File: config.mk
export PLATFORM = sky130hd
export DESIGN_NAME = tag_dispatch_reorder
export DESIGN_NICKNAME = d
export VERILOG_FILES = /design/src/rtl/tdr_pkg.sv /design/src/rtl/tdr_busy_track.sv /design/src/rtl/tdr_ret_arbiter.sv /design/src/rtl/tdr_reorder_store.sv /design/src/rtl/tag_dispatch_reorder.sv
export SDC_FILE = /design/constraint.sdc
export NUM_CORES = 1
export LEC_CHECK = 0
export ABC_AREA = 1
export BUFFER_PORTS_ARGS = -buffer_cell sky130_fd_sc_hd__buf_2
export CAP_MARGIN = 20
export CORE_MARGIN = 2
export CORE_UTILIZATION = 58
export DETAILED_ROUTE_END_ITERATION = 8
export PLACE_DENSITY = 0.9
export SLEW_MARGIN = 20
export SYNTH_ARGS = -nofsm -noshare
export SYNTH_HDL_FRONTEND = slang
export SYNTH_HIERARCHICAL = 1
export SYNTH_SLANG_ARGS = --single-unit
File: constraint.sdc
create_clock -name clk -period 6.1 [get_ports clk]
set_clock_uncertainty 0.2 [all_clocks]
set_input_delay 0 -clock clk [delete_from_list [all_inputs] [get_ports clk]]
set_output_delay 0 -clock clk [all_outputs]
set_load 0.1 [all_outputs]
File: src/rtl/tdr_pkg.sv
package tdr_pkg;
    localparam int unsigned TDR_UNITS_DEF  = 4;
    localparam int unsigned TDR_DEPTH_DEF  = 16;
    localparam int unsigned TDR_DATA_W_DEF = 16;

    // One extra bit beyond the slot index separates full from empty.
    function automatic int unsigned tdr_tag_width(int unsigned depth);
        return $clog2(depth) + 1;
    endfunction

    function automatic int unsigned tdr_index_width(int unsigned n);
        return (n > 1) ? $clog2(n) : 1;
    endfunction
endpackage

File: src/rtl/tdr_busy_track.sv
module tdr_busy_track #(
    parameter int unsigned N_UNITS = 4,
    parameter int unsigned CNT_W   = 5,
    parameter int unsigned UNIT_W  = 2
) (
    input  logic              clk,
    input  logic              rst_n,
    input  logic              disp_fire,
    input  logic [UNIT_W-1:0] disp_unit,
    input  logic              ret_fire,
    input  logic [UNIT_W-1:0] ret_unit,
    output logic [UNIT_W-1:0] pick
);
    typedef struct packed {
        logic [N_UNITS-1:0][CNT_W-1:0] cnt;
    } busy_state_t;

    busy_state_t s_d, s_q;

    always_comb begin
        s_d = s_q;
        for (int i = 0; i < int'(N_UNITS); i++) begin
            if (disp_fire && disp_unit == UNIT_W'(i))
                s_d.cnt[i] = s_d.cnt[i] + CNT_W'(1);
            if (ret_fire && ret_unit == UNIT_W'(i))
                s_d.cnt[i] = s_d.cnt[i] - CNT_W'(1);
        end
    end

    // Strict less-than keeps the lowest index on a tie.
    always_comb begin
        logic [CNT_W-1:0] best_cnt;
        pick     = '0;
        best_cnt = s_q.cnt[0];
        for (int i = 1; i < int'(N_UNITS); i++) begin
            if (s_q.cnt[i] < best_cnt) begin
                best_cnt = s_q.cnt[i];
                pick     = UNIT_W'(i);
            end
        end
    end

    always_ff @(posedge clk) begin
        if (!rst_n) s_q <= '0;
        else        s_q <= s_d;
    end
endmodule

File: src/rtl/tdr_ret_arbiter.sv
module tdr_ret_arbiter #(
    parameter int unsigned N_UNITS = 4,
    parameter int unsigned UNIT_W  = 2
) (
    input  logic [N_UNITS-1:0] req,
    output logic [N_UNITS-1:0] grant,
    output logic [UNIT_W-1:0]  grant_idx,
    output logic               any
);
    always_comb begin
        grant     = '0;
        grant_idx = '0;
        any       = 1'b0;
        for (int i = 0; i < int'(N_UNITS); i++) begin
            if (req[i] && !any) begin
                grant[i]  = 1'b1;
                grant_idx = UNIT_W'(i);
                any       = 1'b1;
            end
        end
    end
endmodule

File: src/rtl/tdr_reorder_store.sv
module tdr_reorder_store #(
    parameter int unsigned DEPTH  = 16,
    parameter int unsigned DATA_W = 16,
    parameter int unsigned TAG_W  = 5
) (
    input  logic              clk,
    input  logic              rst_n,
    input  logic              alloc,
    input  logic              wr_en,
    input  logic [TAG_W-1:0]  wr_tag,
    input  logic [DATA_W-1:0] wr_data,
    input  logic              out_ready,
    output logic [TAG_W-1:0]  tail_tag,
    output logic              full,
    output logic              out_valid,
    output logic [DATA_W-1:0] out_data
);
    localparam int unsigned IDX_W = $clog2(DEPTH);

    typedef struct packed {
        logic [TAG_W-1:0]             head;
        logic [TAG_W-1:0]             tail;
        logic [DEPTH-1:0]             vld;
        logic [DEPTH-1:0][DATA_W-1:0] mem;
    } store_state_t;

    store_state_t     s_d, s_q;
    logic [IDX_W-1:0] head_idx;
    logic [IDX_W-1:0] wr_idx;
    logic             pop;

    assign head_idx  = s_q.head[IDX_W-1:0];
    assign wr_idx    = wr_tag[IDX_W-1:0];
    assign tail_tag  = s_q.tail;
    assign full      = (s_q.tail - s_q.head) == TAG_W'(DEPTH);
    assign out_valid = s_q.vld[head_idx];
    assign out_data  = s_q.mem[head_idx];
    assign pop       = out_valid && out_ready;

    always_comb begin
        s_d = s_q;
        if (alloc)
            s_d.tail = s_q.tail + TAG_W'(1);
        if (wr_en) begin
            s_d.vld[wr_idx] = 1'b1;
            s_d.mem[wr_idx] = wr_data;
        end
        if (pop) begin
            s_d.vld[head_idx] = 1'b0;
            s_d.head          = s_q.head + TAG_W'(1);
        end
    end

    always_ff @(posedge clk) begin
        if (!rst_n) s_q <= '0;
        else        s_q <= s_d;
    end
endmodule

File: src/rtl/tag_dispatch_reorder.sv
module tag_dispatch_reorder #(
    parameter int unsigned N_UNITS = tdr_pkg::TDR_UNITS_DEF,
    parameter int unsigned DEPTH   = tdr_pkg::TDR_DEPTH_DEF,
    parameter int unsigned DATA_W  = tdr_pkg::TDR_DATA_W_DEF,
    localparam int unsigned TAG_W  = tdr_pkg::tdr_tag_width(DEPTH)
) (
    input  logic                      clk,
    input  logic                      rst_n,
    input  logic                      in_valid,
    input  logic [DATA_W-1:0]         in_data,
    output logic                      in_ready,
    output logic [N_UNITS-1:0]        disp_valid,
    output logic [N_UNITS*DATA_W-1:0] disp_data,
    output logic [N_UNITS*TAG_W-1:0]  disp_tag,
    input  logic [N_UNITS-1:0]        disp_ready,
    input  logic [N_UNITS-1:0]        res_valid,
    input  logic [N_UNITS*DATA_W-1:0] res_data,
    input  logic [N_UNITS*TAG_W-1:0]  res_tag,
    output logic [N_UNITS-1:0]        res_ready,
    output logic                      out_valid,
    output logic [DATA_W-1:0]         out_data,
    input  logic                      out_ready
);
    localparam int unsigned UNIT_W = tdr_pkg::tdr_index_width(N_UNITS);
    localparam int unsigned CNT_W  = $clog2(DEPTH + 1);

    logic [UNIT_W-1:0] pick;
    logic [UNIT_W-1:0] grant_idx;
    logic              grant_any;
    logic              full;
    logic [TAG_W-1:0]  tail_tag;
    logic              disp_fire;

    assign in_ready  = !full && disp_ready[pick];
    assign disp_fire = in_valid && in_ready;

    for (genvar g = 0; g < int'(N_UNITS); g++) begin : g_lane
        assign disp_valid[g]                  = in_valid && !full && (pick == UNIT_W'(g));
        assign disp_data[g*DATA_W +: DATA_W]  = in_data;
        assign disp_tag[g*TAG_W +: TAG_W]     = tail_tag;
    end

    tdr_busy_track #(
        .N_UNITS(N_UNITS), .CNT_W(CNT_W), .UNIT_W(UNIT_W)
    ) busy_i (
        .clk       (clk),
        .rst_n     (rst_n),
        .disp_fire (disp_fire),
        .disp_unit (pick),
        .ret_fire  (grant_any),
        .ret_unit  (grant_idx),
        .pick      (pick)
    );

    tdr_ret_arbiter #(
        .N_UNITS(N_UNITS), .UNIT_W(UNIT_W)
    ) arb_i (
        .req       (res_valid),
        .grant     (res_ready),
        .grant_idx (grant_idx),
        .any       (grant_any)
    );

    tdr_reorder_store #(
        .DEPTH(DEPTH), .DATA_W(DATA_W), .TAG_W(TAG_W)
    ) store_i (
        .clk       (clk),
        .rst_n     (rst_n),
        .alloc     (disp_fire),
        .wr_en     (grant_any),
        .wr_tag    (res_tag[grant_idx*TAG_W +: TAG_W]),
        .wr_data   (res_data[grant_idx*DATA_W +: DATA_W]),
        .out_ready (out_ready),
        .tail_tag  (tail_tag),
        .full      (full),
        .out_valid (out_valid),
        .out_data  (out_data)
    );
endmodule

# Yosys cells after proc, flatten, opt, wreduce, memory -nomap -nowiden
# Cells that the tools add are included.
[word_totals] reg_bits=302 wordCells=120 out_inout_bits=110 in_bits=112
[classes] mux=38 n_reduce_logical=27 n_eq_ne=7 n_addsub=11 n_bitwise=3 n_lt_le_gt_ge=8 n_mul=1 n_shift=2
[op_table] op="$mux 272" n=1
[op_table] op="$bwmux 256" n=1
[op_table] op="$bmux 16 s4" n=1
[op_table] op="$demux 16 s4" n=1
[op_table] op="$shiftx 64x7->16" n=1
[op_table] op="$mux 5" n=10
[op_table] op="$mux 16" n=3
[op_table] op="$add 5x1->5 const B" n=6
[op_table] op="$logic_and 1x1->1" n=21
[op_table] op="$shiftx 20x6->4" n=1
[op_table] op="$sub 5x1->5 const B" n=4
[op_table] op="$and 16x16->16" n=1
[op_table] op="$not 16->16" n=1
[op_table] op="$or 16x16->16" n=1
[op_table] op="$lt 5x5->1" n=3
[op_table] op="$mux 1" n=13
[op_table] op="$lt 4x5->1 const B" n=2
[op_table] op="$demux 1 s4" n=2
[op_table] op="$eq 2x2->1 const B" n=4
[op_table] op="$ge 4x1->1 const B" n=2
[op_table] op="$mux 2" n=4
[op_table] op="$eq 5x5->1 const B" n=1
[op_table] op="$mul 2x3->5 const B" n=1
[op_table] op="$sub 5x5->5" n=1
[op_table] op="other kinds (6)" n=11

# Depth between registers and ports, before layout
# Gate-level depths: netlist (run 1).
[depth] depth_word=20 depth_mapped=39

# Hierarchy
# The synthesis (run 1) kept the hierarchy.
[modules_own_cells] mod="tdr_reorder_store" area_per_inst_um2=12737.2 cells_each=1835 seq_area_each_um2=5645.4 instances=1
[modules_own_cells] mod="tdr_busy_track" area_per_inst_um2=1684.1 cells_each=235 seq_area_each_um2=400.4 instances=1
[modules_own_cells] mod="tag_dispatch_reorder" area_per_inst_um2=1664.1 cells_each=258 seq_area_each_um2=0.0 instances=1
[modules_own_cells] mod="tdr_ret_arbiter" area_per_inst_um2=62.6 cells_each=13 seq_area_each_um2=0.0 instances=1

# Worst setup path before layout (run 1)
# OpenSTA, ideal clock, no wires.
[synth_path] path_type="reg-to-output" from="register busy_i/s_q[4] (netlist bit)" to="output disp_valid[1]" path_buffers=1 path_stages_with_launch=22 t_arrival_ps=5499 path_slack_ps=401 path_cell_list="dfxtp_1 inv_1 ha_1 a21oi_1 nand3_1 o21ai_0 ha_1 a21oi_1 nor2_1 a211oi_1 nand2_1 buf_2 nand2_1 o21ai_1 ha_1 a21oi_1 nor2_1 a211oi_1 nand2_1 nand2_1 inv_2 nor3_1"
[synth_between] elab_chain_cells=8 elab_cells_between_ends=10 classes_between="order compare (3); eq/ne (1); mux (5); reduce/logical (1)"
[synth_lines] element="from (decl)" line="tdr_busy_track.sv:18" source="busy_state_t s_d, s_q;"
[synth_lines] element="from (signal assigned)" line="tdr_busy_track.sv:44" source="if (!rst_n) s_q <= '0;"
[synth_lines] element="from (signal assigned)" line="tdr_busy_track.sv:45" source="else s_q <= s_d;"
[synth_lines] element="$lt 5x5->1" line="tdr_busy_track.sv:36" source="if (s_q.cnt[i] < best_cnt) begin"
[synth_lines] element="$mux 5" line="tdr_busy_track.sv:36"
[synth_lines] element="$lt 5x5->1" line="tdr_busy_track.sv:36"
[synth_lines] element="$mux 5" line="tdr_busy_track.sv:36"
[synth_lines] element="$lt 5x5->1" line="tdr_busy_track.sv:36"
[synth_lines] element="$mux 2 *" line="tdr_busy_track.sv:36"
[synth_lines] element="named net pick[0]" line="tag_dispatch_reorder.sv:27" source="logic [UNIT_W-1:0] pick;"
[synth_lines] element="$eq 2x1->1 *" line="tag_dispatch_reorder.sv:38" source="assign disp_valid[g] = in_valid && !full && (pick == UNIT_W'(g));"
[synth_lines] element="$logic_and 1x1->1 *" line="tag_dispatch_reorder.sv:38"
[synth_lines] element="to (decl)" line="tag_dispatch_reorder.sv:12" source="output logic [N_UNITS-1:0] disp_valid,"
# The timed path passes the listed nets; every way through them passes the cells marked *.

# Worst setup path in the final report (run 1)
[layout_path] from="register busy_i/s_q[7] (netlist bit)" to="register busy_i/s_q[4] (netlist bit)"
[layout_between] elab_chain_cells=14 elab_cells_between_ends=17 classes_between="add/sub (1); order compare (3); mux (9); reduce/logical (4)"
[layout_lines] element="$lt 5x5->1" line="tdr_busy_track.sv:36"
[layout_lines] element="$mux 5 *" line="tdr_busy_track.sv:36"
[layout_lines] element="$lt 5x5->1" line="tdr_busy_track.sv:36"
[layout_lines] element="$mux 5" line="tdr_busy_track.sv:36"
[layout_lines] element="$lt 5x5->1" line="tdr_busy_track.sv:36"
[layout_lines] element="$mux 2 *" line="tdr_busy_track.sv:36"
[layout_lines] element="named net pick[1]" line="tag_dispatch_reorder.sv:27"
[layout_lines] element="$bmux 1 s2 *" line="tag_dispatch_reorder.sv:34" source="assign in_ready = !full && disp_ready[pick];"
[layout_lines] element="$mux 1 (implied by the code) *" line="tag_dispatch_reorder.sv:34"
[layout_lines] element="$logic_and 1x1->1 *" line="tag_dispatch_reorder.sv:34"
[layout_lines] element="$logic_and 1x1->1 *" line="tag_dispatch_reorder.sv:35" source="assign disp_fire = in_valid && in_ready;"
[layout_lines] element="named net disp_fire" line="tag_dispatch_reorder.sv:32" source="logic disp_fire;"
[layout_lines] element="$logic_and 1x1->1 *" line="tdr_busy_track.sv:23" source="if (disp_fire && disp_unit == UNIT_W'(i))"
[layout_lines] element="$mux 5 *" line="tdr_busy_track.sv:23"
[layout_lines] element="$sub 5x1->5" line="tdr_busy_track.sv:26" source="s_d.cnt[i] = s_d.cnt[i] - CNT_W'(1);"
[layout_lines] element="$mux 5 *" line="tdr_busy_track.sv:25" source="if (ret_fire && ret_unit == UNIT_W'(i))"
# The timed path passes the listed nets; every way through them passes the cells marked *. The select of a mux whose other input is x is not followed.
# A chain may end at the register's enable or synchronous reset.

==> flow_metrics.py, run 1 <==
metrics = {
    "yosys": {
        "synth.cell_area_sq_mm": 0.0161,
        "syn_avg_cell_area_sq_um": 6.90,
        "syn-instance-count": 2334,
        "yosys_warnings": 6,
        "synth_nets": 2475,
    },
    "critical_path": {
        "critPathMaxStageDelay_ns": 0.47,
        "endpoint_kind": "register",
        "critical_path.startpoint_type": "register",
        "cell_type_of_the_slowest_stage_on_the_worst_timing_path": "dfxtp_1",
        "r2r_path_end": "busy_i/s_q[4]$_SDFF_PN0_",
        "timing.critical_path.mode_cell": "nand2_1",
        "worstPathMaxFanout": 9,
        "slack_of_the_worst_reg_to_reg_path_ns": 0.28,
        "setup.worst_path.class": "register to register",
        "worstPathRequired_ns": 6.40,
        "regToRegStartpoint": "busy_i/s_q[7]$_SDFF_PN0_",
        "worst-r2r-cell-count": 36,
        "critPathArrivalTime_ns": 6.12,
    },
    "timing": {
        "worst_pin_slew_ns": 1.14,
        "clock.fmax_mhz": 172,
        "timing.final.hold_violations": 1,
        "final_max_slew_viol_count": 0,
        "timing.final.crit_share_pct": 95.4,
        "layout_min_cycle_time_ns": 5.82,
        "postLayoutSetupSlackWorst_ns": 0.281,
        "slew_headroom_pct": 23.8,
        "hold-worst-slack_ns": -0.0116,
        "timing.final.setup_violations": 0,
    },
    "detailed_routing": {
        "routed_wl_um": 44600,
        "drt_drc_violations_left": 0,
        "avgRoutedWirePerCell_um": 16.5,
        "dr.pass1.iters": 7,
        "drt_first_iter_violations": 1965,
        "post_drt_via_cell_ratio": 5.85,
        "antenna_violating_nets_post_route": 0,
        "num_vias": 15800,
    },
    "clock_network": {
        "clkTransAtPathRegs_ns": 0.06,
        "cts_buffers": 30,
        "clk_root_buffer_cell": "clkbuf_16",
        "clk_path_buf_depth": 3,
        "htreeDepth": 1,
        "clk-insertion-delay-late_ns": 0.57,
        "clk_sink_count": 302,
        "tritoncts": "yes",
    },
    "min_path": {
        "min-delay-start": "disp_ready[0]",
        "hold_end": "store_i/tail_tag[2]$_SDFFE_PN0P_",
        "whs_path_depth": 8,
        "hold_path.class": "input port to register",
    },
    "final_layout": {
        "antenna-diode-count": 0,
        "syn2layout_area_growth_pct": 8.38,
        "drive_above_1_share_pct": 14.7,
        "layout.nets": 2441,
        "leading_cell_type_in_the_layout_fill_and_taps_excluded": "nor2_1",
        "commonest_non_fill_non_tap_cells_in_the_layout": "nor2_1 (572), o21ai_0 (426), dfxtp_1 (300)",
    },
    "floorplanning": {
        "floorplan.die.height_um": 171,
        "core-area_sq_mm": 0.0276,
        "die-area_sq_mm": 0.0291,
        "boundaryPins": 222,
        "initial_core_util_pct": 58.5,
        "core.rowCount": 61,
        "floorplan.die.width_um": 171,
    },
    "placement": {
        "gp_routability_congestion": 0.913,
        "io_buf_count": 137,
        "preCtsSetupSlack_ns": -0.0124,
        "hpwlAfterDp_um": 27500,
    },
    "power": {
        "leakage_nw": 7.93,
        "pwr_density_cell_mw_per_mm2": 393,
        "p_total_mw": 6.87,
        "peak_supply_drop_mv": 0.379,
    },
    "grt": {
        "tot_gr_track_use_pct": 29.8,
        "grt.overflow.total": 0,
        "largest_net_degree_at_the_start_of_global_routing": 171,
        "first_global_vias": 14900,
        "grt_antenna_before_repair": 1,
        "grt_first_pass_wirelength_um": 71600,
    },
    "run_status": {
        "violations": "negative hold slack",
        "run_status": "finished with violations",
    },
    "run": {
        "maxCapViolCount": 0,
    },
}
==> power by group <==
part | total (mW) | switching (mW) | internal (mW)
clock network | 1.84 | 0.809 | 1.03
logic | 2.80 | 2.10 | 0.701
registers | 2.23 | 0.102 | 2.13
total | 6.87 | 3.01 | 3.85
==> layout make-up <==
type                    count  area (sq um)
clock buffers              42           856
multi-input cells        1608          7970
flip-flops and latches    302          6050
repair buffers            170          1270
clock inverters            12           124
inverters                 188           713
well taps                 378           473
fillers                  2263         10100
==> critical path, delay by kind of cell (launching register included) <==
family,cells,cell delay [ns]
flip-flops,1,0.47
AO/OA/AOI/OAI,9,1.16
adder cells (fa/ha/maj),4,1.06
AND/OR/NAND/NOR,20,2.63
buffers and inverters,3,0.24
==> metal layers <==
| metal | track usage (%) | share of wire (%) | vias up |
|---|---|---|---|
| li1 | - | - | 7430 |
| met1 | 36.4 | 39 | 7282 |
| met2 | 50.2 | 47 | 921 |
| met3 | 4.77 | 9.1 | 173 |
| met4 | 16.2 | 4.7 | 2 |
| met5 | 0 | 0.034 | - |
==> how the worst max path moves through the flow <==
stage                             start                        end  slack [ns]  depth (start not counted)
3_5_place_dp   busy_i/s_q[4]$_SDFF_PN0_  busy_i/s_q[19]$_SDFF_PN0_       -0.01                         30
2_1_floorplan  busy_i/s_q[4]$_SDFF_PN0_              disp_valid[1]        0.40                         21
5_1_grt        busy_i/s_q[7]$_SDFF_PN0_   busy_i/s_q[4]$_SDFF_PN0_       -0.15                         36
3_3_place_gp   busy_i/s_q[4]$_SDFF_PN0_   busy_i/s_q[4]$_SDFF_PN0_        0.37                         31
4_1_cts        busy_i/s_q[4]$_SDFF_PN0_  busy_i/s_q[19]$_SDFF_PN0_        0.01                         30
6_report       busy_i/s_q[7]$_SDFF_PN0_   busy_i/s_q[4]$_SDFF_PN0_        0.28                         36
==> metrics by stage <==
step                hold WS (ns)  utilization, %  setup TNS, ns  std cells  cell area [sq um]
floorplan                 0.0115               -              0       2334              16100
global placement          -0.198            57.8              0       2622              15900
detailed placement        -0.198            57.8        -0.0124       2622              15900
CTS                       0.0194            63.1              0       2696              17400
global route              0.0544            63.4         -0.186       2700              17500
finish                   -0.0116            63.4              0       2700              17500
==> what timing repair did <==
action                                  in CTS  in global routing
hold buffers                                20                  0
cloned                                       0                  1
pin swaps                                    0                  2
endpoints found under the setup margin       2                 22
endpoints found under the hold margin      214                  0
gates resized for setup                      1                 13
buffers inserted                             0                  3
No activity file was read; power rests on OpenSTA's default activity.
==> inputs of run 2 (changes only) <==
--- a/config.mk
+++ b/config.mk
@@ -7,11 +7,12 @@
 export LEC_CHECK = 0
 export ABC_AREA = 1
 export BUFFER_PORTS_ARGS = -buffer_cell sky130_fd_sc_hd__buf_2
-export CAP_MARGIN = 20
+export CAP_MARGIN = 10
 export CORE_MARGIN = 2
 export CORE_UTILIZATION = 58
+export CTS_CLUSTER_SIZE = 24
 export DETAILED_ROUTE_END_ITERATION = 8
-export PLACE_DENSITY = 0.9
+export PLACE_DENSITY = 0.89
 export SLEW_MARGIN = 20
 export SYNTH_ARGS = -nofsm -noshare
 export SYNTH_HDL_FRONTEND = slang
==> run 2 against run 1 <==
Against the previous run: the flow now finishes without violations; routed wire length shrank 1.2%; utilization grew 0.17 points; sequential share of layout area shrank 0.087 points; flip-flop and latch count is the same; register-to-register slack gained 0.18 ns; total power grew 0.26%; final cell count is essentially flat; via count shrank 0.58%; final area grew 0.27%; sequential power is essentially flat; maximum frequency grew 3.1%; largest cell class unchanged; largest power group unchanged.
==> flow_metrics.py, run 2 (same netlist as run 1, synthesis figures left out) <==
metrics = {
    "placement": {
        "placed_cell_area_sq_mm": 0.0159,
        "io_buf_count": 137,
        "hpwlAfterDp_um": 27300,
        "gp_routability_congestion": 0.897,
    },
    "clock_network": {
        "clkTransAtPathRegs_ns": 0.07,
        "htreeDepth": 1,
        "clk-insertion-delay-late_ns": 0.57,
        "clk_root_buffer_cell": "clkbuf_16",
        "clk_path_buf_depth": 3,
        "cts_buffers": 30,
        "clk_sink_count": 302,
        "tritoncts": "yes",
    },
    "critical_path": {
        "setup.worst_path.class": "register to register",
        "endpoint_kind": "register",
        "critical_path.startpoint_type": "register",
        "worstPathMaxFanout": 9,
        "timing.critical_path.mode_cell": "nand2_1",
        "r2r_path_end": "busy_i/s_q[19]$_SDFF_PN0_",
        "worstPathRequired_ns": 6.38,
        "crit_start": "busy_i/s_q[2]$_SDFF_PN0_",
        "cp-endpoint": "busy_i/s_q[19]$_SDFF_PN0_",
        "worst-r2r-cell-count": 34,
        "regToRegStartpoint": "busy_i/s_q[2]$_SDFF_PN0_",
        "slack_of_the_worst_reg_to_reg_path_ns": 0.46,
        "critPathArrivalTime_ns": 5.92,
        "cell_type_of_the_slowest_stage_on_the_worst_timing_path": "dfxtp_1",
        "critPathMaxStageDelay_ns": 0.34,
    },
    "timing": {
        "timing.final.crit_share_pct": 92.5,
        "timing.final.hold_violations": 0,
        "final_setup_tns_ns": 0,
        "layout_min_cycle_time_ns": 5.64,
        "final_max_slew_viol_count": 0,
        "timing.final.setup_violations": 0,
        "worst_pin_slew_ns": 1.13,
        "clock.fmax_mhz": 177,
        "grt_setup_unrepaired": "false",
        "slew_headroom_pct": 24.9,
    },
    "grt": {
        "first_global_vias": 14800,
        "grt_antenna_before_repair": 2,
        "grt.overflow.total": 0,
        "largest_net_degree_at_the_start_of_global_routing": 171,
        "grt_first_pass_wirelength_um": 70400,
        "tot_gr_track_use_pct": 29.2,
    },
    "final_layout": {
        "layout.nets": 2443,
        "fill_cells": 2280,
        "commonest_non_fill_non_tap_cells_in_the_layout": "nor2_1 (572), o21ai_0 (426), dfxtp_1 (299)",
        "syn2layout_area_growth_pct": 8.68,
        "drive_above_1_share_pct": 14.8,
        "finalInstanceArea_sq_mm": 0.0175,
        "leading_cell_type_in_the_layout_fill_and_taps_excluded": "nor2_1",
        "antenna-diode-count": 0,
    },
    "floorplanning": {
        "die-area_sq_mm": 0.0291,
        "floorplan.die.width_um": 171,
        "initial_core_util_pct": 58.5,
        "floorplan.die.height_um": 171,
        "core.rowCount": 61,
        "core-area_sq_mm": 0.0276,
        "boundaryPins": 222,
    },
    "detailed_routing": {
        "dr.pass1.iters": 6,
        "post_drt_via_cell_ratio": 5.82,
        "num_vias": 15700,
        "routed_wl_um": 44100,
        "avgRoutedWirePerCell_um": 16.3,
        "drt_first_iter_violations": 2044,
        "antenna_violating_nets_post_route": 0,
        "drt_drc_violations_left": 0,
    },
    "run": {
        "maxCapViolCount": 0,
    },
    "power": {
        "leakage_nw": 7.95,
        "pwr_density_cell_mw_per_mm2": 393,
        "peak_supply_drop_mv": 0.334,
    },
    "run_status": {
        "run_status": "completed",
    },
    "min_path": {
        "hold_path.class": "input port to register",
    },
}
## run 2: how the worst min path moves through the flow
| stage | endpoint | start | slack (ns) | cells after the start |
|---|---|---|---|---|
| after global placement | disp_data[54] | in_data[6] | -0.20 | 0 |
| after CTS | register | res_data[4] | 0.02 | 5 |
| after global routing | disp_data[38] | in_data[6] | 0.05 | 1 |
| after floorplan | disp_data[0] | in_data[0] | 0.01 | 1 |
| final | register | res_data[4] | 0.03 | 5 |
| after detailed placement | disp_data[54] | in_data[6] | -0.20 | 0 |
## run 2: critical path: cells and delay by family (launching register included)
kind	cells	cell delay, ns
AND/OR/NAND/NOR	19	2.25
adder cells (fa/ha/maj)	4	1.12
AO/OA/AOI/OAI	7	0.93
buffers and inverters	3	0.37
flip-flops	1	0.34
XOR/XNOR	1	0.30
## run 2: area by class of cell
class | count | area (sq um) | area share (%)
timing repair buffer | 172 | 1280 | 7.34
clock buffer | 43 | 860 | 4.91
sequential | 302 | 6050 | 34.6
clock inverter | 10 | 161 | 0.922
tap | 378 | 473 | 2.70
multi-input combinational | 1608 | 7960 | 45.5
inverter | 188 | 713 | 4.07
## run 2: what timing repair did
| item | CTS | global route |
|---|---|---|
| hold buffers | 20 | 0 |
| hold endpoints to repair | 218 | 0 |
| resized for setup | 0 | 14 |
| buffers inserted | 0 | 4 |
| setup endpoints to repair | 0 | 16 |
## run 2: stage by stage
stage	utilization [%]	hold WS (ns)	power (mW)	worst slack [ns]	std cells
after detailed placement	57.8	-0.198	4.65	0.173	2623
final	63.5	0.0250	6.88	0.458	2701
after floorplan	-	0.0115	4.38	0.401	2334
after global placement	57.8	-0.198	4.54	0.368	2623
after CTS	63.2	0.0180	6.76	0.112	2696
after global routing	63.5	0.0538	7.20	0.0197	2701
## run 2: power by group
part	internal (mW)	switching [mW]	leakage (nW)
combinational	0.694	2.06	4.99
sequential	2.13	0.0989	2.46
clock	1.11	0.796	0.500
total	3.93	2.95	7.95
## run 2: metal layers
layer	routed length, um	up-vias	track usage [%]
li1	-	7436	-
met1	17100	7263	35.1
met2	21100	853	50.8
met3	3860	162	3.89
met4	1910	2	15.4
met5	12	-	0
